$ cat config.mk
export PLATFORM = sky130hd
export DESIGN_NAME = synth_ctrl_seq
export DESIGN_NICKNAME = d
export VERILOG_FILES = /design/src/rtl/synth_ctrl_pkg.sv /design/src/rtl/sc_rst_sync.sv /design/src/rtl/sc_shift_in.sv /design/src/rtl/sc_ctrl_latch.sv /design/src/rtl/sc_pd_seq.sv /design/src/rtl/synth_ctrl_seq.sv
export SDC_FILE = /design/constraint.sdc
export NUM_CORES = 1
export LEC_CHECK = 0
export CORE_MARGIN = 5
export CORE_UTILIZATION = 35
export CTS_CLUSTER_DIAMETER = 40
export CTS_CLUSTER_SIZE = 10
export DETAILED_ROUTE_END_ITERATION = 10
export DONT_BUFFER_PORTS = 1
export SYNTH_ARGS = -nofsm -noshare
export SYNTH_HDL_FRONTEND = slang
export SYNTH_SLANG_ARGS = --single-unit
$ cat constraint.sdc
create_clock -name clk -period 1.5 [get_ports clk]
set_input_delay 0.3 -clock clk [delete_from_list [all_inputs] [get_ports clk]]
set_output_delay 0.3 -clock clk [all_outputs]
set_load 0.05 [all_outputs]
$ cat src/rtl/synth_ctrl_pkg.sv
package synth_ctrl_pkg;
  typedef struct packed {
    logic pd_gate;    // bit 21 in default map
    logic pd_req;     // bit 20
    logic mute_lock;  // bit 11
    logic gain2;      // bit 10
    logic cp_hiz;     // bit 9
    logic cnt_rst;    // bit 4
  } ctl_t;
endpackage

$ cat src/rtl/sc_rst_sync.sv
module sc_rst_sync (
  input  logic clk,
  input  logic rst_n,
  output logic rst_s_n
);
  logic [1:0] sync_q;

  always_ff @(posedge clk or negedge rst_n) begin
    if (!rst_n) sync_q <= 2'b00;
    else        sync_q <= {sync_q[0], 1'b1};
  end

  assign rst_s_n = sync_q[1];
endmodule

$ cat src/rtl/sc_shift_in.sv
module sc_shift_in #(
  parameter int WORD_W = 24
) (
  input  logic              clk,
  input  logic              rst_n,
  input  logic              ser_clk,
  input  logic              ser_data,
  input  logic              ld_en,
  output logic [WORD_W-1:0] word_o,
  output logic              ld_rise_o
);
  logic              sclk_q, ld_q;
  logic [WORD_W-1:0] sr_q, sr_d;
  logic              shift_en;

  assign shift_en  = ser_clk & ~sclk_q;
  assign ld_rise_o = ld_en & ~ld_q;

  always_comb begin
    sr_d = sr_q;
    if (shift_en) sr_d = {sr_q[WORD_W-2:0], ser_data};
  end

  always_ff @(posedge clk or negedge rst_n) begin
    if (!rst_n) begin
      sclk_q <= 1'b0;
      ld_q   <= 1'b0;
      sr_q   <= '0;
    end else begin
      sclk_q <= ser_clk;
      ld_q   <= ld_en;
      sr_q   <= sr_d;
    end
  end

  assign word_o = sr_q;

  AST_SHIFT_HOLD: assert property (@(posedge clk) disable iff (!rst_n)
    !(ser_clk && !sclk_q) |=> $stable(sr_q));
endmodule

$ cat src/rtl/sc_ctrl_latch.sv
module sc_ctrl_latch
  import synth_ctrl_pkg::*;
#(
  parameter int WORD_W   = 24,
  parameter int PDG_BIT  = 21,
  parameter int PDR_BIT  = 20,
  parameter int MUTE_BIT = 11,
  parameter int GAIN_BIT = 10,
  parameter int HIZ_BIT  = 9,
  parameter int CRST_BIT = 4
) (
  input  logic              clk,
  input  logic              rst_n,
  input  logic [WORD_W-1:0] word_i,
  input  logic              ld_rise_i,
  output logic              wr_ok_o,
  output ctl_t              new_o,
  output ctl_t              ctl_o
);
  ctl_t ctl_q, ctl_d;
  logic unused_bits;

  assign unused_bits = ^word_i;
  assign wr_ok_o     = ld_rise_i & (word_i[1:0] == 2'b00);

  always_comb begin
    new_o.pd_gate   = word_i[PDG_BIT];
    new_o.pd_req    = word_i[PDR_BIT];
    new_o.mute_lock = word_i[MUTE_BIT];
    new_o.gain2     = word_i[GAIN_BIT];
    new_o.cp_hiz    = word_i[HIZ_BIT];
    new_o.cnt_rst   = word_i[CRST_BIT];
  end

  always_comb begin
    ctl_d = ctl_q;
    if (wr_ok_o) ctl_d = new_o;
  end

  always_ff @(posedge clk or negedge rst_n) begin
    if (!rst_n) ctl_q <= '0;
    else        ctl_q <= ctl_d;
  end

  assign ctl_o = ctl_q;

  AST_ADDR_GATE: assert property (@(posedge clk) disable iff (!rst_n)
    (ld_rise_i && word_i[1:0] != 2'b00) |=> $stable(ctl_q));
  AST_NO_STROBE_HOLD: assert property (@(posedge clk) disable iff (!rst_n)
    !ld_rise_i |=> $stable(ctl_q));
endmodule

$ cat src/rtl/sc_pd_seq.sv
module sc_pd_seq #(
  parameter int SYNC_EDGES = 2,
  localparam int CNT_W = $clog2(SYNC_EDGES + 1)
) (
  input  logic clk,
  input  logic rst_n,
  input  logic ref_div,
  input  logic wr_ok_i,
  input  logic new_req_i,
  input  logic new_gate_i,
  output logic sync_down_o
);
  logic             ref_q, ref_rise;
  logic             pend_q, pend_d, down_q, down_d;
  logic [CNT_W-1:0] cnt_q, cnt_d;

  assign ref_rise = ref_div & ~ref_q;

  always_comb begin
    cnt_d  = cnt_q;
    pend_d = pend_q;
    down_d = down_q;
    if (wr_ok_i) begin
      cnt_d = '0;
      if (new_req_i && new_gate_i) begin
        if (!down_q) pend_d = 1'b1;
      end else begin
        pend_d = 1'b0;
        down_d = 1'b0;
      end
    end else if (pend_q && ref_rise) begin
      if (cnt_q == CNT_W'(SYNC_EDGES - 1)) begin
        pend_d = 1'b0;
        down_d = 1'b1;
        cnt_d  = '0;
      end else begin
        cnt_d = cnt_q + 1'b1;
      end
    end
  end

  always_ff @(posedge clk or negedge rst_n) begin
    if (!rst_n) begin
      ref_q  <= 1'b0;
      pend_q <= 1'b0;
      down_q <= 1'b0;
      cnt_q  <= '0;
    end else begin
      ref_q  <= ref_div;
      pend_q <= pend_d;
      down_q <= down_d;
      cnt_q  <= cnt_d;
    end
  end

  assign sync_down_o = down_q;

  AST_DOWN_ON_REF: assert property (@(posedge clk) disable iff (!rst_n)
    $rose(down_q) |-> $past(ref_rise));
  AST_CNT_RANGE: assert property (@(posedge clk) disable iff (!rst_n)
    cnt_q < CNT_W'(SYNC_EDGES));
  AST_CANCEL: assert property (@(posedge clk) disable iff (!rst_n)
    (wr_ok_i && !new_req_i) |=> (!down_q && !pend_q));
endmodule

$ cat src/rtl/synth_ctrl_seq.sv
module synth_ctrl_seq
  import synth_ctrl_pkg::*;
#(
  parameter int WORD_W     = 24,
  parameter int PDG_BIT    = 21,
  parameter int PDR_BIT    = 20,
  parameter int MUTE_BIT   = 11,
  parameter int GAIN_BIT   = 10,
  parameter int HIZ_BIT    = 9,
  parameter int CRST_BIT   = 4,
  parameter int SYNC_EDGES = 2
) (
  input  logic clk,
  input  logic rst_n,
  input  logic ser_clk,
  input  logic ser_data,
  input  logic ld_en,
  input  logic ref_div,
  input  logic lock_in,
  input  logic chip_en,
  output logic cnt_hold,
  output logic cp_tristate,
  output logic lockdet_rst,
  output logic rf_out_en,
  output logic refbuf_en,
  output logic cp_gain_sel
);
  logic              rst_s_n;
  logic [WORD_W-1:0] word;
  logic              ld_rise, wr_ok, sync_down, imm_down, pwr_dn;
  ctl_t              new_fld, ctl;

  sc_rst_sync u_rst (.clk(clk), .rst_n(rst_n), .rst_s_n(rst_s_n));

  sc_shift_in #(.WORD_W(WORD_W)) u_shift (
    .clk(clk), .rst_n(rst_s_n), .ser_clk(ser_clk), .ser_data(ser_data),
    .ld_en(ld_en), .word_o(word), .ld_rise_o(ld_rise));

  sc_ctrl_latch #(
    .WORD_W(WORD_W), .PDG_BIT(PDG_BIT), .PDR_BIT(PDR_BIT),
    .MUTE_BIT(MUTE_BIT), .GAIN_BIT(GAIN_BIT), .HIZ_BIT(HIZ_BIT),
    .CRST_BIT(CRST_BIT)
  ) u_latch (
    .clk(clk), .rst_n(rst_s_n), .word_i(word), .ld_rise_i(ld_rise),
    .wr_ok_o(wr_ok), .new_o(new_fld), .ctl_o(ctl));

  sc_pd_seq #(.SYNC_EDGES(SYNC_EDGES)) u_pd (
    .clk(clk), .rst_n(rst_s_n), .ref_div(ref_div), .wr_ok_i(wr_ok),
    .new_req_i(new_fld.pd_req), .new_gate_i(new_fld.pd_gate),
    .sync_down_o(sync_down));

  assign imm_down    = ctl.pd_req & ~ctl.pd_gate;
  assign pwr_dn      = ~chip_en | imm_down | sync_down;

  assign cnt_hold    = pwr_dn | ctl.cnt_rst;
  assign cp_tristate = pwr_dn | ctl.cp_hiz;
  assign lockdet_rst = pwr_dn;
  assign refbuf_en   = ~pwr_dn;
  assign rf_out_en   = ~pwr_dn & (~ctl.mute_lock | lock_in);
  assign cp_gain_sel = ctl.gain2;

  AST_CE_OVERRIDE: assert property (@(posedge clk) disable iff (!rst_s_n)
    !chip_en |-> (!refbuf_en && !rf_out_en && cp_tristate && cnt_hold));
  AST_PD_OUTPUTS: assert property (@(posedge clk) disable iff (!rst_s_n)
    !refbuf_en |-> (lockdet_rst && !rf_out_en && cp_tristate && cnt_hold));
  AST_MUTE_LOCK: assert property (@(posedge clk) disable iff (!rst_s_n)
    (ctl.mute_lock && !lock_in) |-> !rf_out_en);
endmodule

# After elaboration in Yosys (flattened, before gate mapping)
# Index checks and enable logic that the tools add are counted.
[word_totals]
regBits = 37
latchBits = 0
ramBits = 0
mem_bits_ro = 0
in_bits = 8
output_inout_bits = 6
mem_count = 0
[classes]
n_addsub = 1
multipliers = 0
div = 0
n_lt_le_gt_ge = 0
n_eq_ne = 3
shift = 0
muxes = 12
bitwise_logic = 18
reduce_logical = 7
[op_table]
columns = ["cell", "n"]
rows = [
  ["$mux W1", 9],
  ["$not A1 Y1", 7],
  ["$and A1 B1 Y1", 6],
  ["$mux W2", 3],
  ["$reduce_and A3 Y1", 2],
  ["$or A1 B1 Y1", 5],
  ["$reduce_bool A2 Y1", 2],
  ["$ne A3 B3 Y1 const B", 1],
  ["$add A2 B1 Y2 const B", 1],
  ["$eq A2 B1 Y1 const B", 1],
  ["$logic_and A1 B1 Y1", 2],
  ["$logic_not A2 Y1", 1],
  ["$ne A2 B2 Y1 const B", 1],
]

# Longest topological paths before layout
[logic_depth]
word_depth = 6
depth_mapped = 4
depth_no_buf = 4

# By module
# Synthesis repeated with hierarchy kept, for this count alone.
[unflattened]
hier_cells = 102
area_unflattened_um2 = 1701.6
[by_module_without_submodules]
columns = ["module", "instances", "cells_per_inst", "area_each_um2", "seq_area_each_um2"]
rows = [
  ["sc_shift_in", 1, 55, 1067.3, 650.6],
  ["sc_ctrl_latch", 1, 19, 281.5, 150.1],
  ["sc_pd_seq", 1, 18, 234.0, 125.1],
  ["synth_ctrl_seq", 1, 7, 65.1, 0.0],
  ["sc_rst_sync", 1, 3, 53.8, 50.0],
]

# Worst setup path after synthesis
# OpenSTA, ideal clock, no wires.
[synth_timing]
kind = "reg-to-output"
from = "register u_latch.ctl_q, in the netlist u_latch.ctl_o[4]"
to = "output port cnt_hold"
arrival_time_ps = 1820
t_required_ps = 1200
slack_ps = -620
path_stages_with_launch = 5
n_path_buf = 0
cell_sequence = "dfrtp_1 -> nand2b_1 -> nand3_1 -> inv_1 -> nand2b_1"
[synth_between]
elab_chain_cells = 4
[synth_lines]
columns = ["element", "line", "rtl"]
rows = [
  ["start: declaration", "sc_ctrl_latch.sv:20", "ctl_t ctl_q, ctl_d;"],
  ["start signal: assignment", "sc_ctrl_latch.sv:42", "else ctl_q <= ctl_d;"],
  ["$and A1 B1 Y1", "synth_ctrl_seq.sv:52", "assign imm_down = ctl.pd_req & ~ctl.pd_gate;"],
  ["$or A1 B1 Y1 (2 in a row)", "synth_ctrl_seq.sv:53", "assign pwr_dn = ~chip_en | imm_down | sync_down;"],
  ["via lockdet_rst", "synth_ctrl_seq.sv:23", "output logic lockdet_rst,"],
  ["$or A1 B1 Y1", "synth_ctrl_seq.sv:55", "assign cnt_hold = pwr_dn | ctl.cnt_rst;"],
  ["end: declaration", "synth_ctrl_seq.sv:21", "output logic cnt_hold,"],
]
# The timed path passes the listed nets, and every way through them passes these cells.

# Worst setup path after layout
[layout_timing]
from = "register u_latch.ctl_q, in the netlist u_latch.ctl_o[5]"
to = "output port cnt_hold"
[layout_between]
elab_chain_cells = 5
[layout_lines]
columns = ["element", "line"]
rows = [
  ["$not A1 Y1", "synth_ctrl_seq.sv:52"],
  ["$and A1 B1 Y1", "synth_ctrl_seq.sv:52"],
  ["$or A1 B1 Y1 (2 in a row)", "synth_ctrl_seq.sv:53"],
  ["$or A1 B1 Y1", "synth_ctrl_seq.sv:55"],
]
# Every way passes these cells.

==> flow_metrics.tcl <==
set metrics [dict create \
    status "finished, violations left" \
    violations "setup timing" \
    antenna_cells 0 \
    place.gp.congestion 0.745 \
    layout_setup_ws_ps -20.4 \
    placed_cell_area_um2 1590 \
    design.core.area_um2 4000 \
    synth_top_area_share_pct 64.3 \
    min_path_type "in2reg" \
    wl_met1_um 909 \
    ios 14 \
    crit_arrival_ps 1220 \
    firstDrtPassIters 4 \
    nets 113 \
    cap_violations 0 \
    fmaxAchievable_mhz 658 \
    avgSynthCellArea_um2 15.8 \
    via_per_inst 4.69 \
    die_w_um 74.1 \
    mostFrequentLayoutCell "dfrtp_1" \
    clock_path_buffers 2 \
    ys_ff_latch 37 \
    peakVddDrop_uv 759 \
    drive_above_1_share_pct 50.0 \
    min_period_over_period_pct 101 \
    rsz0062_at_grt "yes" \
    synthesis.area_um2 1440 \
    fin_area_um2 1730 \
    drt.antenna.violating_nets 0 \
    end_kind "primary output" \
    start_kind "flip-flop" \
    power.density_nw_per_um2 1550 \
    hold_depth 0 \
    clock_skew_ps 2.96 \
    grt_overflow 0 \
    cts_made_buffers 5 \
    dr.max_layer_used "met4" \
    yosysSeqAreaShare_pct 64.3 \
    start_util_pct 36.0 \
    ys_warn_count 0 \
    wire_per_inst_um 13.3 \
    vias 731 \
    cts_root_buf "clkbuf_8" \
    final_cell_mix "dfrtp_1 (37), mux2_2 (23), clkbuf_8 (7)" \
    p_total_mw 2.68 \
    synth_cell_types 22 \
    clk_latency_ps 280 \
    grt_pass1_wl_um 3570 \
    setup_viol 3 \
    die_y_um 74.1 \
    tritoncts "yes" \
    period_needed_ps 1520 \
    grt_pass1_vias 794 \
    yosys-top-cells-area "dfrtp_1 (64%), mux2_2 (18%), mux2_4 (5.2%), nand2b_1 (1.7%), nor4b_4 (1.7%)" \
    rrSetupSlack_ps 140 \
    route.detailed.drc 0 \
    reg2regPathDepth 3 \
    slowest_stage "dfrtp_1" \
    hpwl_um 1390 \
    postSynthCellCount 91 \
    timing.setup.tns_ps -56.0 \
    wl_met3_um 146 \
    p_leak_nw 0.802 \
    finalHoldViolCount 0 \
    critPathMaxStageDelay_ps 380 \
    core.rowCount 23 \
    synth_nets 99 \
    route.met2.wl_um 997 \
    synth.largest_area_cell "dfrtp_1" \
    grt_max_degree 36 \
    fin_hold_ws_ps 44.5 \
    worstPathMaxFanout 3 \
    portBuffers 0 \
    crit_top_cell "nand2b_4" \
    drtIter0Drc 41 \
    cts.sinks 37 \
    syn2layout_area_growth_pct 20.4 \
    fillCellCount 354 \
    crit_type "reg2out" \
    crit_chain "nand2b_4 > nand3_4 > clkinvlp_4 > nand2b_4" \
    maxSlewViolCount 0 \
    routed_wl_um 2070 \
    track_usage_pct 9.05 \
    crit_required_ps 1200 \
    htree_levels 2 \
    clkTransAtPathRegs_ps 70 \
    fp.dieArea_um2 5490 \
    antenna_found_initial 0 \
]
where the power goes:
| part | switching, mW | leakage [nW] | internal, mW |
|---|---|---|---|
| clock | 0.320 | 0.0542 | 0.415 |
| sequential | 0.186 | 0.476 | 1.25 |
| combinational | 0.198 | 0.272 | 0.307 |
layout make-up:
cell class / instances / area, µm² / area share (%)
inverters: 3 / 15.0 / 0.866
flip-flops and latches: 37 / 926 / 53.4
repair buffers: 10 / 114 / 6.57
clock inverters: 1 / 5.00 / 0.289
well taps: 50 / 62.6 / 3.61
clock buffers: 7 / 96.3 / 5.56
multi-input cells: 48 / 514 / 29.7
stage by stage:
step / instances / setup slack, ps / util (%)
2_1_floorplan: 91 / -83.8 / -
3_3_place_gp: 144 / 166 / 39.7
3_5_place_dp: 144 / 150 / 39.7
4_1_cts: 154 / -55.7 / 42.9
5_1_grt: 156 / -103 / 43.3
6_report: 156 / -20.4 / 43.3
flip-flops by register name, summed over array words and instances, names as in the netlist:
register	cells
u_shift.word_o	22
u_latch.ctl_o	6
u_pd.cnt_q	2
u_rst.sync_q	2
u_pd.pend_q	1
u_pd.ref_q	1
u_pd.sync_down_o	1
u_shift.ld_q	1
u_shift.sclk_q	1
synthesized netlist by cell type:
master	number
nand3b_1	1
buf_4	2
mux2_4	5
and3b_1	1
nor3_1	1
a21oi_1	1
dfrtp_1	37
nand3_1	1
nand4b_1	1
nor4b_4	1
o2111ai_1	1
conb_1	1
nor2_1	2
buf_6	1
inv_1	3
mux2_2	23
xor2_1	1
nand2b_1	4
a2bb2oi_1	1
nor2b_1	1
nand2_1	1
o21ai_0	1
worst max-delay path, delay by kind of cell (launching register included):
| kind | cells | cell delay, ps |
|---|---|---|
| buffers and inverters | 1 | 150 |
| DFF | 1 | 380 |
| and+or+nand+nor | 3 | 420 |
path summary, 6_finish.rpt:
kind	from	end
max in group asynchronous	u_rst.sync_q[1]	u_shift.word_o[20]
worst min-delay path	ld_en	u_shift.ld_q
worst min register to register	u_rst.sync_q[1]	u_shift.sclk_q
worst max register to register	u_shift.word_o[1]	u_latch.ctl_o[5]
worst max-delay path	u_latch.ctl_o[5]	cnt_hold
min in group asynchronous	rst_n	u_rst.sync_q[0]
cell families after synthesis:
family / Yosys count / synth area share [%]
flip-flops: 37 / 64.3
XOR/XNOR: 1 / 0.609
AND/OR/NAND/NOR: 14 / 7.04
other: 1 / 0.261
buffers and inverters: 6 / 2.61
AO/OA/AOI/OAI: 4 / 1.91
multiplexers: 28 / 23.2
metal layers:
layer	global-route usage (%)	vias up
met3	5.95	2
met5	0	-
met4	4.83	0
met1	10.2	372
met2	13.1	19
li1	-	338
repair_timing:
action                                  in CTS  in global routing
hold buffers                                 1                  0
pin swaps                                    0                  0
setup buffers                                1                  2
gates resized for setup                      3                  1
endpoints found under the setup margin       4                  5
hold endpoints to repair                     2                  0
cloned                                       0                  0
No activity file was read; power rests on OpenSTA's default activity.
